`src/rtl/dac_cmd_pkg.sv`:
```
`timescale 1ns/1ps
package dac_cmd_pkg;
  localparam int FRAME_W  = 24;
  localparam int DATA_W   = 16;
  localparam int CMD_W    = 4;
  localparam int ZERO_BIT = 20;

  typedef enum logic [CMD_W-1:0] {
    CMD_NOP       = 4'h0,
    CMD_LOAD      = 4'h1,
    CMD_APPLY     = 4'h2,
    CMD_LOAD_APPLY = 4'h3,
    CMD_CTRL      = 4'h4,
    CMD_CLR_CODE  = 4'h7,
    CMD_DAISY_OFF = 4'h9,
    CMD_RD_STAGE  = 4'hA,
    CMD_RD_OUT    = 4'hB,
    CMD_RD_CTRL   = 4'hC,
    CMD_CLR_ALL   = 4'hF
  } cmd_e;
endpackage

```
`src/rtl/dac_frame_rx.sv`:
```
`timescale 1ns/1ps
module dac_frame_rx
  import dac_cmd_pkg::*;
#(
  parameter int SYNC = 2
) (
  input  logic              clk,
  input  logic              rst_n,
  input  logic              sclk,
  input  logic              cs_n,
  input  logic              sdi,
  output logic              shift_en,
  output logic              cs_fall,
  output logic              cs_rise,
  output logic              sdi_q,
  output logic              frm_ok,
  output logic [CMD_W-1:0]  frm_cmd,
  output logic [DATA_W-1:0] frm_data
);
  localparam int KEEP_W = ZERO_BIT + 1;
  localparam int CNT_W  = $clog2(FRAME_W + 2);
  localparam logic [CNT_W-1:0] CNT_FULL = CNT_W'(FRAME_W);
  localparam logic [CNT_W-1:0] CNT_SAT  = CNT_W'(FRAME_W + 1);

  logic [SYNC:0]     sclk_p, cs_p;
  logic [SYNC-1:0]   sdi_p;
  logic [CNT_W-1:0]  edge_cnt;
  logic [KEEP_W-1:0] shreg;
  logic              sel, rise;

  // input synchronisers; sdi delayed to line up with sclk
  always_ff @(posedge clk or negedge rst_n) begin
    if (!rst_n) begin
      sclk_p <= '0;
      cs_p   <= '1;
      sdi_p  <= '0;
    end else begin
      sclk_p <= {sclk_p[SYNC-1:0], sclk};
      cs_p   <= {cs_p[SYNC-1:0], cs_n};
      sdi_p  <= {sdi_p[SYNC-2:0], sdi};
    end
  end

  assign sel      = ~cs_p[SYNC-1];
  assign rise     = sclk_p[SYNC-1] & ~sclk_p[SYNC];
  assign cs_fall  = ~cs_p[SYNC-1] & cs_p[SYNC];
  assign cs_rise  = cs_p[SYNC-1] & ~cs_p[SYNC];
  assign shift_en = rise & sel;
  assign sdi_q    = sdi_p[SYNC-1];

  // edge counter saturates one past a full frame
  always_ff @(posedge clk or negedge rst_n) begin
    if (!rst_n) begin
      edge_cnt <= '0;
      shreg    <= '0;
    end else if (cs_fall) begin
      edge_cnt <= '0;
    end else if (shift_en) begin
      shreg <= {shreg[KEEP_W-2:0], sdi_q};
      if (edge_cnt != CNT_SAT) edge_cnt <= edge_cnt + 1'b1;
    end
  end

  always_ff @(posedge clk or negedge rst_n) begin
    if (!rst_n) begin
      frm_ok   <= 1'b0;
      frm_cmd  <= '0;
      frm_data <= '0;
    end else begin
      frm_ok <= cs_rise && (edge_cnt == CNT_FULL) && !shreg[ZERO_BIT];
      if (cs_rise) begin
        frm_cmd  <= shreg[DATA_W +: CMD_W];
        frm_data <= shreg[DATA_W-1:0];
      end
    end
  end
endmodule

```
`src/rtl/dac_cmd_regs.sv`:
```
`timescale 1ns/1ps
module dac_cmd_regs
  import dac_cmd_pkg::*;
#(
  parameter int RES = 16
) (
  input  logic               clk,
  input  logic               rst_n,
  input  logic               frm_ok,
  input  logic [CMD_W-1:0]   frm_cmd,
  input  logic [DATA_W-1:0]  frm_data,
  output logic [RES-1:0]     dac_code,
  output logic               daisy_en,
  output logic               rb_set,
  output logic [FRAME_W-1:0] rb_word
);
  localparam int PAD = DATA_W - RES;
  localparam int TOP = FRAME_W - DATA_W - CMD_W;

  cmd_e              cmd;
  logic [RES-1:0]    stage_q, out_q, wr_val;
  logic [DATA_W-1:0] ctrl_q, stage_al, out_al, rb_sel;
  logic              is_rb;

  assign cmd = cmd_e'(frm_cmd);

  // resolution variant: where the code sits inside the 16-bit field
  generate
    if (PAD == 0) begin : g_full
      assign wr_val   = frm_data;
      assign stage_al = stage_q;
      assign out_al   = out_q;
    end else begin : g_part
      assign wr_val   = frm_data[DATA_W-1 -: RES];
      assign stage_al = {stage_q, {PAD{1'b0}}};
      assign out_al   = {out_q, {PAD{1'b0}}};
    end
  endgenerate

  always_comb begin
    is_rb  = 1'b0;
    rb_sel = ctrl_q;
    case (cmd)
      CMD_RD_STAGE: begin is_rb = 1'b1; rb_sel = stage_al; end
      CMD_RD_OUT:   begin is_rb = 1'b1; rb_sel = out_al;   end
      CMD_RD_CTRL:  begin is_rb = 1'b1; rb_sel = ctrl_q;   end
      default:      ;
    endcase
  end

  always_ff @(posedge clk or negedge rst_n) begin
    if (!rst_n) begin
      stage_q  <= '0;
      out_q    <= '0;
      ctrl_q   <= '0;
      daisy_en <= 1'b1;
      rb_set   <= 1'b0;
      rb_word  <= '0;
    end else begin
      rb_set <= frm_ok & is_rb;
      if (frm_ok && is_rb) rb_word <= {{TOP{1'b0}}, frm_cmd, rb_sel};
      if (frm_ok) begin
        case (cmd)
          CMD_LOAD:       stage_q <= wr_val;
          CMD_APPLY:      out_q   <= stage_q;
          CMD_LOAD_APPLY: begin stage_q <= wr_val; out_q <= wr_val; end
          CMD_CTRL:       ctrl_q  <= frm_data;
          CMD_CLR_CODE:   begin stage_q <= '0; out_q <= '0; end
          CMD_DAISY_OFF:  daisy_en <= 1'b0;
          CMD_CLR_ALL: begin
            stage_q  <= '0;
            out_q    <= '0;
            ctrl_q   <= '0;
            daisy_en <= 1'b1;
          end
          default: ;
        endcase
      end
    end
  end

  assign dac_code = out_q;
endmodule

```
`src/rtl/dac_sdo_tx.sv`:
```
`timescale 1ns/1ps
module dac_sdo_tx
  import dac_cmd_pkg::*;
(
  input  logic               clk,
  input  logic               rst_n,
  input  logic               shift_en,
  input  logic               cs_fall,
  input  logic               cs_rise,
  input  logic               sdi_q,
  input  logic               daisy_en,
  input  logic               rb_set,
  input  logic [FRAME_W-1:0] rb_word,
  output logic               sdo
);
  logic [FRAME_W-1:0] os, hold;
  logic               pend, rb_act;

  always_ff @(posedge clk or negedge rst_n) begin
    if (!rst_n) begin
      os     <= '0;
      hold   <= '0;
      pend   <= 1'b0;
      rb_act <= 1'b0;
      sdo    <= 1'b0;
    end else begin
      if (rb_set) begin
        pend <= 1'b1;
        hold <= rb_word;
      end else if (cs_fall) begin
        pend <= 1'b0;
      end
      if (cs_fall) rb_act <= pend;
      else if (cs_rise) rb_act <= 1'b0;
      if (cs_fall && pend) os <= hold;
      else if (shift_en) os <= {os[FRAME_W-2:0], sdi_q};
      sdo <= (daisy_en | rb_act) & os[FRAME_W-1];
    end
  end
endmodule

```
`src/rtl/dac_cmd_if.sv`:
```
`timescale 1ns/1ps
module dac_cmd_if
  import dac_cmd_pkg::*;
#(
  parameter int RES  = 16,
  parameter int SYNC = 2
) (
  input  logic           clk,
  input  logic           rst_n,
  input  logic           sclk,
  input  logic           cs_n,
  input  logic           sdi,
  output logic           sdo,
  output logic [RES-1:0] dac_code
);
  logic               shift_en, cs_fall, cs_rise, sdi_q, frm_ok;
  logic [CMD_W-1:0]   frm_cmd;
  logic [DATA_W-1:0]  frm_data;
  logic               daisy_en, rb_set;
  logic [FRAME_W-1:0] rb_word;

  dac_frame_rx #(.SYNC(SYNC)) u_rx (
    .clk(clk), .rst_n(rst_n), .sclk(sclk), .cs_n(cs_n), .sdi(sdi),
    .shift_en(shift_en), .cs_fall(cs_fall), .cs_rise(cs_rise), .sdi_q(sdi_q),
    .frm_ok(frm_ok), .frm_cmd(frm_cmd), .frm_data(frm_data)
  );

  dac_cmd_regs #(.RES(RES)) u_regs (
    .clk(clk), .rst_n(rst_n), .frm_ok(frm_ok), .frm_cmd(frm_cmd),
    .frm_data(frm_data), .dac_code(dac_code), .daisy_en(daisy_en),
    .rb_set(rb_set), .rb_word(rb_word)
  );

  dac_sdo_tx u_tx (
    .clk(clk), .rst_n(rst_n), .shift_en(shift_en), .cs_fall(cs_fall),
    .cs_rise(cs_rise), .sdi_q(sdi_q), .daisy_en(daisy_en), .rb_set(rb_set),
    .rb_word(rb_word), .sdo(sdo)
  );
endmodule

```
`config.mk`:
```
export PLATFORM = sky130hd
export DESIGN_NAME = dac_cmd_if
export DESIGN_NICKNAME = d
export VERILOG_FILES = /design/src/rtl/dac_cmd_pkg.sv /design/src/rtl/dac_frame_rx.sv /design/src/rtl/dac_cmd_regs.sv /design/src/rtl/dac_sdo_tx.sv /design/src/rtl/dac_cmd_if.sv
export SDC_FILE = /design/constraint.sdc
export NUM_CORES = 1
export LEC_CHECK = 0
export BUFFER_PORTS_ARGS = -buffer_cell sky130_fd_sc_hd__buf_2
export CAP_MARGIN = 10
export CORE_MARGIN = 5
export CORE_UTILIZATION = 45
export CTS_CLUSTER_SIZE = 8
export DETAILED_ROUTE_END_ITERATION = 8
export GPL_ROUTABILITY_DRIVEN = 0
export HOLD_SLACK_MARGIN = 0.03
export PLACE_DENSITY_LB_ADDON = 0.05
export RECOVER_POWER = 25
export SYNTH_ARGS = -nofsm -noshare
export SYNTH_HDL_FRONTEND = slang
export SYNTH_SLANG_ARGS = --single-unit
```
`constraint.sdc`:
```
create_clock -name clk -period 3.5 [get_ports clk]
set_clock_uncertainty 0.15 [all_clocks]
set_input_delay 0.875 -clock clk [delete_from_list [all_inputs] [get_ports clk]]
set_output_delay 0.875 -clock clk [all_outputs]
set_load 0.02 [all_outputs]
```
==> After elaboration in Yosys (flattened, before gate mapping) <==
Index checks and enable logic that the tools add are counted.
{ "totals": {"ff_bits": 172, "input_bits": 5, "out_inout_bits": 17, "word_cells": 81} }
{ "op_classes": {"add_sub_neg": 1, "eq_ne": 12, "mux": 15, "bitwise_logic": 11, "reduce_logical": 23} }
{ "op_table": {"columns": ["operator", "count"], "rows": [
  ["16-bit case mux with 2 select lines", 3],
  ["24-bit 2-to-1 mux", 2],
  ["16-bit case mux with 3 select lines", 1],
  ["4-bit == test, second input constant", 5],
  ["2-bit nonzero test", 8],
  ["5-bit 2-to-1 mux", 3],
  ["2-bit AND reduction", 6],
  ["4-bit by 2-bit == test with 1-bit output, second input constant", 2],
  ["4-bit by 3-bit == test with 1-bit output, second input constant", 2],
  ["1-bit bitwise AND", 6],
  ["5-bit by 1-bit adder with 5-bit output, second input constant", 1],
  ["5-bit == test, second input constant", 1],
  ["1-bit 2-to-1 mux", 5],
  ["5-bit != test, second input constant", 1],
  ["4-bit by 1-bit == test with 1-bit output, second input constant", 1],
  ["1-bit logical AND", 4],
  ["1-bit inverter", 4],
  ["2-bit OR reduction", 2],
  ["3-bit nonzero test", 1],
  ["3-bit OR reduction", 1],
  ["1-bit case mux with 2 select lines", 1],
  ["1-bit logical NOT", 1],
  ["1-bit OR", 1]
]} }

==> Depth between registers and ports, before layout <==
Gate-level depths: netlist of run 1.
{ "logic_depth": {"depth_word": 5, "ltp_mapped": 8, "depth_no_buf": 5} }

==> Cells and area by module <==
A second synthesis of run 1 with hierarchy kept.
{ "hier_totals": {"hier_cells": 610, "area_unflattened_um2": 7744.9} }
{ "by_module_without_submodules": {"columns": ["mod", "instances", "cells_each", "area_each_um2", "seq_area_each_um2"], "rows": [
  ["dac_cmd_regs", 1, 309, 3379.5, 1752.9],
  ["dac_sdo_tx", 1, 167, 2270.9, 1276.2],
  ["dac_frame_rx", 1, 134, 2094.5, 1380.1]
]} }

==> Least setup slack after synthesis of run 1 <==
No wires, ideal clock.
{ "synth_timing": {"kind": "reg-to-reg", "startpoint": "register u_rx.cs_p[1]", "endpoint": "register u_tx.os[0]", "setup_ns": 0.141, "t_arrival_ns": 1.607, "t_required_ns": 3.209, "slack_ns": 1.602, "stages_incl_launch_ff": 9, "path_buffers": 3, "synth_period_minus_slack_ns": 1.898, "cell_sequence": "dfstp_2 > inv_1 > ha_1 > buf_2 > and2_1 > clkbuf_1 > clkbuf_1 > nor3_1 > a31oi_1"} }
{ "synth_between": {"elab_chain_cells": 4, "elab_cells_between_ends": 6, "cone_classes": "mux (1); bitwise (3); reduce/logical (2)"} }
{ "synth_lines": {"columns": ["element", "line", "rtl"], "rows": [
  ["from (decl)", "dac_frame_rx.sv:25", "logic [SYNC:0] sclk_p, cs_p;"],
  ["from (signal assigned)", "dac_frame_rx.sv:39", "cs_p <= {cs_p[SYNC-1:0], cs_n};"],
  ["1-bit inverter (*)", "dac_frame_rx.sv:44, dac_frame_rx.sv:46", null],
  ["1-bit bitwise AND", "dac_frame_rx.sv:46", "assign cs_fall = ~cs_p[SYNC-1] & cs_p[SYNC];"],
  ["1-bit logical AND", "dac_sdo_tx.sv:35", "if (cs_fall && pend) os <= hold;"],
  ["24-bit 2-to-1 mux or 2-bit nonzero test (tied branches)", null, null],
  ["to (signal assigned)", "dac_sdo_tx.sv:35", null],
  ["to (signal assigned)", "dac_sdo_tx.sv:36", "else if (shift_en) os <= {os[FRAME_W-2:0], sdi_q};"],
  ["to (decl)", "dac_sdo_tx.sv:16", "logic [FRAME_W-1:0] os, hold;"]
]} }
Every way passes the cells marked *; elsewhere a longest branch is shown, timed or not.
A chain may end at the register's enable or synchronous reset.

==> Final worst setup path of run 1 <==
{ "layout_timing": {"startpoint": "register u_rx.frm_cmd[1]", "endpoint": "register u_regs.ctrl_q[6]"} }
{ "layout_between": {"elab_chain_cells": 3, "elab_cells_between_ends": 5, "cone_classes": "eq/ne (2); mux (1); reduce/logical (2)"} }
{ "layout_lines": {"columns": ["element", "line", "rtl"], "rows": [
  ["from (decl)", "dac_frame_rx.sv:17", "output logic [CMD_W-1:0] frm_cmd,"],
  ["from (signal assigned)", "dac_frame_rx.sv:72", "frm_cmd <= shreg[DATA_W +: CMD_W];"],
  ["4-bit by 3-bit == test with 1-bit output or 4-bit == test (tied branches)", "dac_cmd_regs.sv:63", "case (cmd)"],
  ["2-bit nonzero test (no line)", null, null],
  ["2-bit AND reduction (no line)", null, null],
  ["to (signal assigned)", "dac_cmd_regs.sv:67", "CMD_CTRL: ctrl_q <= frm_data;"],
  ["to (decl)", "dac_cmd_regs.sv:22", "logic [DATA_W-1:0] ctrl_q, stage_al, out_al, rb_sel;"]
]} }
Several ways; a longest one is shown, not always the timed one.

==> key figures, run 1 <==
Status
  – Status: finished with violations
  – Failing checks: capacitance limit, slew limit

Synth
  – Post-synth EDFFs: 0
  – Most common flop cell mapped by yosys: dfrtp_1
  – Synthesized instance count: 620
  – Syn Area/Cell: 12.2 sq um
  – Syn nets: 630
  – Yosys warns: 0
  – Sequential area share after synthesis: ~57%
  – Synth Register Bits: 172
  – Mapped cell area: 7540 sq um
  – Async set or reset register ratio after synthesis: 100%
  – Synth unique cells: 44

Flow run
  – Max Cap Viol: 1

Clocking
  – Sink Count: 172
  – Post-cts hold buffer count: 0
  – Setup bufs post-CTS: 0
  – Post-cts sizing count: 0
  – Clk Latency, worst-skew pair: 0.42 ns
  – TritonCTS buffer count: 17
  – H-tree depth: 4
  – CTS tree: yes
  – CTS Root Cell: clkbuf_16
  – Clk buf depth: 2
  – Reg clk slew, reported paths: approximately 0.060 ns

Finish
  – Layout cell share with drive strength beyond 1: 29.2%
  – Total Nets Final: around 640
  – Finished Layout Cells: 860
  – P&R area growth vs syn: 11.9%
  – Layout fillers: 1,484
  – Finished Core Util: between 50% and 60%
  – Most common cell after layout, fill and taps aside: dfrtp_1
  – Antenna cell count: 0
  – Most frequent cells in the layout: dfrtp_1, mux2_2, nand2_1, a31oi_1, inv_1

GRT
  – Largest net degree at the start of global routing: 62
  – First-pass GRT wire length: 27,600 um
  – Initial antenna violation count: 0
  – Number of global-route vias before repair: approximately 4,900
  – Overflow after GRT: 0
  – All-Layer GR Usage: between 15 and 20%

STA
  – Fmax: 421 MHz
  – Worst hold slack: 0.201 ns
  – Final hold vios: 0
  – Setup_tns: 0 ns
  – Slew @ Worst Pin: between 1.5 and 2 ns
  – Max_slew headroom: -5.57%
  – Worst setup margin: approximately 1.1 ns
  – Post-route minimum period: 2.37 ns
  – RSZ-0062 raised after global routing: false
  – Final period util: 67.8%
  – Max Transition Viols Final: 58
  – Finish-stage setup viols: 0

Drt
  – Final WL: 16,700 um
  – Total number of vias: 4,796
  – Antenna violation net count after detailed routing: 0
  – Drt first-iter violations: 315
  – Drt pass-1 iters: 4
  – DRC: 0
  – WL per Instance: 19.4 um
  – Via-to-Cell Ratio: about 5.6

Power
  – Psw: a little over 1 mW
  – Pleak: 3.89 nW
  – Power density over cell area: between 500 and 600 nW/um^2
  – Sw Ratio: 22.6%
  – Seq pwr share: 50.1%
  – Internal: between 3 and 4 mW
  – Comb power frac: 6.0%
  – Maximum VDD drop: 0.000340 V
  – Clock share of power: 43.9%

Critical path
  – Worst R2R End: u_regs.ctrl_q[6]$_DFFE_PN0P_
  – Critical-path maximum fanout: 16
  – RR Startpoint: u_rx.frm_cmd[1]$_DFFE_PN0N_
  – Worst setup SP type: register
  – FF-to-FF setup slack: about 1.1 ns
  – Worst setup EP type: register
  – R2R depth: 4
  – Crit path required time: roughly 3.7 ns
  – Crit path arrival time: 2.58 ns
  – Critical path class: reg2reg

Placement
  – Buffers on Ports: 21
  – Dpl cells: around 830
  – Placed wire-length estimate: 10,700 um
  – Pre-CTS setup slack: 1.15 ns

Floorplanning
  – Die area: 19,400 sq um
  – Starting density of the core: 45.6%
  – Die Wd: between 100 and 150 um
  – Std cell rows: 47
  – Num ports: 22
  – Core Area: ~17,000 sq um
  – Die Y: 139 um

Min path
  – Worst hold path class: reg2reg
  – Hold path depth: 0
  – Hold path startpoint: u_rx.sclk_p[0]$_DFF_PN0_
  – Endpoint of the worst hold path: u_rx.sclk_p[1]$_DFF_PN0_
-- critical path, stage by stage, from the launching register on --
cell and delay [ns]:
dfrtp_1 0.56, buf_4 0.28, or3_1 0.41, nor2_2 0.64, a22o_1 0.26
-- Yosys cell counts (all sizes together) (2+ instances only) --
library cell  instances  share of area, %
a21o                  2              0.20
a21oi                 8              0.58
a22o                 16               1.9
a31oi                36               3.0
a41oi                17               2.0
and2                  2              0.17
buf                  26               2.2
clkbuf               23               1.1
dfrtp               168                56
dfstp                 4               1.4
ha                    5              0.83
inv                  23               1.1
mux2                112                18
mux2i                16               2.1
nand2                89               4.4
nand2b                2              0.17
nand3                 3              0.20
nand4                 3              0.25
nand4b                3              0.35
nor2                  4              0.27
nor3                 21               1.4
o21ai                21               1.4
or3                   2              0.17
or3b                  2              0.23
-- per-layer routing --
metal	wire length (um)	share of wire, %	track usage [%]	vias to the layer above
met5	0	0	0	-
met4	263	1.6	6.23	0
met3	647	3.9	3.77	21
met2	7580	46	27.3	93
met1	8160	49	26.0	2472
li1	-	-	-	2210
-- metrics by stage --
step / total power [mW] / cell area [sq um]
floorplan: 2.44 / 7540
global placement: 2.55 / 7840
detailed placement: 2.56 / 7840
CTS: 4.54 / 8450
global route: 4.68 / 8440
finish: 4.49 / 8440
-- registers in the layout (all words and copies together), names as in the netlist, 16 cells and up --
register / count
u_regs.dac_code: 16
u_rx.shreg: 21
u_tx.hold: 20
u_tx.os: 24
u_regs.stage_al: 16
u_regs.rb_word: 20
u_rx.frm_data: 16
u_regs.ctrl_q: 16
-- final cells by class --
type	count	area, sq um	area share (%)
clock inverters	12	170	2.02
flip-flops and latches	172	4310	51.0
clock buffers	19	443	5.25
repair buffers	38	258	3.05
well taps	220	275	3.26
multi-input cells	376	2900	34.4
inverters	23	86.3	1.02
-- logic make-up after synthesis --
group / count (synthesis) / synth area share (%)
DFF: 172 / 57.1
AOI/OAI and AO/OA: 103 / 9.34
muxes: 128 / 19.6
adders and majority gates: 5 / 0.829
and+or+nand+nor: 140 / 8.58
buffers and inverters: 72 / 4.48
-- power groups by stage --
stage	Sequential, mW	Clock, mW	Combinational [mW]
floorplan	2.24	0	0.194
global placement	2.28	0	0.266
detailed placement	2.29	0	0.278
CTS	2.25	2.01	0.278
global route	2.27	2.10	0.311
finish	2.25	1.97	0.269
-- worst max-delay path by stage --
stage | startpoint | cells after the start | endpoint | slack [ns]
2_1_floorplan | u_rx.cs_p[1]$_DFF_PN1_ | 8 | u_tx.os[0]$_DFFE_PN0P_ | 1.60
3_3_place_gp | u_rx.cs_p[1]$_DFF_PN1_ | 6 | u_tx.os[15]$_DFFE_PN0P_ | 1.20
3_5_place_dp | u_rx.cs_p[1]$_DFF_PN1_ | 6 | u_tx.os[2]$_DFFE_PN0P_ | 1.15
4_1_cts | u_rx.frm_cmd[1]$_DFFE_PN0N_ | 4 | u_regs.ctrl_q[6]$_DFFE_PN0P_ | 1.15
5_1_grt | u_rx.cs_p[1]$_DFF_PN1_ | 6 | u_tx.os[2]$_DFFE_PN0P_ | 0.95
6_report | u_rx.frm_cmd[1]$_DFFE_PN0N_ | 4 | u_regs.ctrl_q[6]$_DFFE_PN0P_ | 1.13
No activity file was read; power rests on OpenSTA's default activity.
==> inputs of run 2 (changes only) <==
==> constraint.sdc (replaced) <==
create_clock -name clk -period 2 [get_ports clk]
set_clock_uncertainty 0.15 [all_clocks]
set_input_delay 0.5 -clock clk [delete_from_list [all_inputs] [get_ports clk]]
set_output_delay 0.5 -clock clk [all_outputs]
set_load 0.02 [all_outputs]
==> run 2 against run 1 <==
Global-route usage up 0.93 points. The flow now finishes without violations. Register-to-register slack worse by 1.0 ns. Maximum frequency up 27%. Clock power up 66%. Critical endpoint is now u_regs.dac_code[6]$_DFFE_PN0P_. Utilization up 1.4 points. Highest routed layer unchanged. Worst hold slack worse by 0.0018 ns. Critical path type unchanged.
==> key figures, run 2 (same netlist as run 1, synthesis figures left out) <==
Critical path
  – Crit path cell chain: buf_4, buf_4, and4bb_2, nand2_1, a31oi_1
  – Delay-heaviest family, CP: simple AND/OR/NAND/NOR gates
  – CP Depth: 5
  – Worst path bufs/invs: 2
  – Slowest stage delay, CP: 0.57 ns
  – RR Startpoint: u_rx.frm_cmd[1]$_DFFE_PN0N_
  – Critical path class: reg2reg
  – Worst path slowest cell: and4bb_2
  – Critical-path maximum fanout: 20
  – FF-to-FF setup slack: 0.12 ns
  – Worst path most repeated cell: buf_4
  – Worst setup EP type: register
  – Worst setup SP type: register
  – R2R depth: 5
  – Crit path required time: 2.19 ns
  – Worst R2R End: u_regs.dac_code[6]$_DFFE_PN0P_
  – Crit path arrival time: 2.07 ns

Floorplanning
  – Starting density of the core: 45.6%
  – Die Y: 139 um
  – Std cell rows: 47
  – Num ports: 22
  – Die area: 19,400 sq um
  – Core Area: approximately 17,000 sq um
  – Die Wd: roughly 140 um

Clocking
  – CTS tree: yes
  – Sink Count: between 150 and 200
  – Setup bufs post-CTS: 0
  – CTS Root Cell: clkbuf_16
  – Clk Latency, worst-skew pair: 0.43 ns
  – Reg clk slew, reported paths: 0.07 ns
  – H-tree depth: 4
  – Clk buf depth: 2
  – TritonCTS buffer count: 17

GRT
  – First-pass GRT wire length: 29,100 um
  – Overflow after GRT: 0
  – All-Layer GR Usage: 19.0%
  – Initial antenna violation count: 0
  – Number of global-route vias before repair: 5,127
  – Largest net degree at the start of global routing: 46

Finish
  – Max reg flops: 24
  – Register Area: 4310 sq um
  – Layout cell share with drive strength beyond 1: 31.0%
  – P&R area growth vs syn: 15.0%
  – Largest regs: u_tx.os (24), u_rx.shreg (21)
  – Largest reg by FF count: u_tx.os
  – Total Nets Final: 659
  – Finished Layout Cells: around 880
  – Most frequent cells in the layout: dfrtp_1, mux2_2, nand2_1, a31oi_1, inv_1
  – Antenna cell count: 0
  – Layout fillers: 1,480
  – Most common cell after layout, fill and taps aside: dfrtp_1
  – Multi-input gate area: 2900 sq um

Min path
  – Hold path startpoint: u_rx.sdi_p[0]$_DFF_PN0_
  – Worst hold path class: reg2reg
  – Endpoint of the worst hold path: u_rx.sdi_p[1]$_DFF_PN0_
  – Hold path depth: 0

Placement
  – Buffers on Ports: 21
  – Pre-CTS setup slack: around 0.023 ns
  – Placed wire-length estimate: 11,700 um
  – Dpl cells: between 800 and 900

Drt
  – DRC: 0
  – Via-to-Cell Ratio: 5.57
  – Antenna violation net count after detailed routing: 0
  – Drt first-iter violations: 352
  – WL per Instance: 19.8 um
  – Drt pass-1 iters: 5
  – Total number of vias: 4,915
  – Final WL: 17,400 um

STA
  – Max Transition Viols Final: 0
  – Post-route minimum period: roughly 1.9 ns
  – Fmax: 533 MHz
  – RSZ-0062 raised after global routing: false
  – Final hold vios: 0
  – Finish-stage setup viols: 0
  – Max_slew headroom: 42.3%
  – Final period util: 93.8%
  – Worst setup margin: 0.124 ns
  – Slew @ Worst Pin: 0.866 ns
  – Setup_tns: 0 ns

Flow run
  – Max Cap Viol: 0

Power
  – Pleak: 4.00 nW
  – Power density over cell area: a little under 900 nW/um^2
  – Maximum VDD drop: 0.000605 V

Status
  – Status: complete, no violations
## run 2: cell types whose count changed in the layout (fill, tap and decap cells not counted), sizes merged
cell / before / now
buf: 37 / 51
bufinv: 4 / 1
clkbuf: 20 / 21
clkinv: 6 / 2
clkinvlp: 1 / 2
dlygate4sd3: 0 / 4
inv: 24 / 33
## run 2: what timing repair did
| action | 4_1_cts | 5_1_grt |
|---|---|---|
| hold buffers | 4 | 0 |
| hold endpoints to repair | 39 | 0 |
| resized for setup | 0 | 2 |
| endpoints found under the setup margin | 0 | 26 |
## run 2: final cells by class
type | count | area share (%)
flip-flops and latches | 172 | 49.7
multi-input cells | 376 | 33.5
repair buffers | 59 | 5.86
clock buffers | 17 | 4.90
well taps | 220 | 3.17
clock inverters | 15 | 1.90
inverters | 23 | 0.995
## run 2: metal layers
layer  vias up  share of wire (%)  global-route usage (%)
met4         0               0.72                    4.02
met2        90                 46                    29.2
met1      2552                 48                    27.3
met5         -                  0                       0
li1       2263                  -                       -
met3        10                4.7                    5.11
## run 2: how the worst max path moves through the flow
stage / start / to / slack [ns]
final: u_rx.frm_cmd[1]$_DFFE_PN0N_ / u_regs.dac_code[6]$_DFFE_PN0P_ / 0.12
after global routing: u_rx.frm_cmd[1]$_DFFE_PN0N_ / u_regs.dac_code[12]$_DFFE_PN0P_ / 0.02
after CTS: u_rx.frm_cmd[1]$_DFFE_PN0N_ / u_regs.ctrl_q[12]$_DFFE_PN0P_ / 0.02
after detailed placement: u_rx.frm_cmd[1]$_DFFE_PN0N_ / u_regs.ctrl_q[3]$_DFFE_PN0P_ / 0.02
after global placement: u_rx.frm_cmd[1]$_DFFE_PN0N_ / u_regs.ctrl_q[10]$_DFFE_PN0P_ / 0.04
after floorplan: u_rx.cs_p[1]$_DFF_PN1_ / u_tx.os[0]$_DFFE_PN0P_ / 0.10
## run 2: power breakdown
group          internal [mW]  switching [mW]
sequential              3.73           0.244
combinational          0.247           0.245
clock                   1.78            1.50
total                   5.76            1.98
## run 2: per-stage QoR
| stage | total power, mW | area [sq um] | hold slack [ns] | util (%) |
|---|---|---|---|---|
| global placement | 4.52 | 8060 | 0.186 | 48.8 |
| detailed placement | 4.54 | 8060 | 0.192 | 48.8 |
| global route | 8.08 | 8670 | 0.219 | 52.5 |
| finish | 7.74 | 8670 | 0.199 | 52.5 |
| CTS | 7.85 | 8690 | 0.206 | 52.6 |
| floorplan | 4.26 | 7540 | 0.0544 | - |
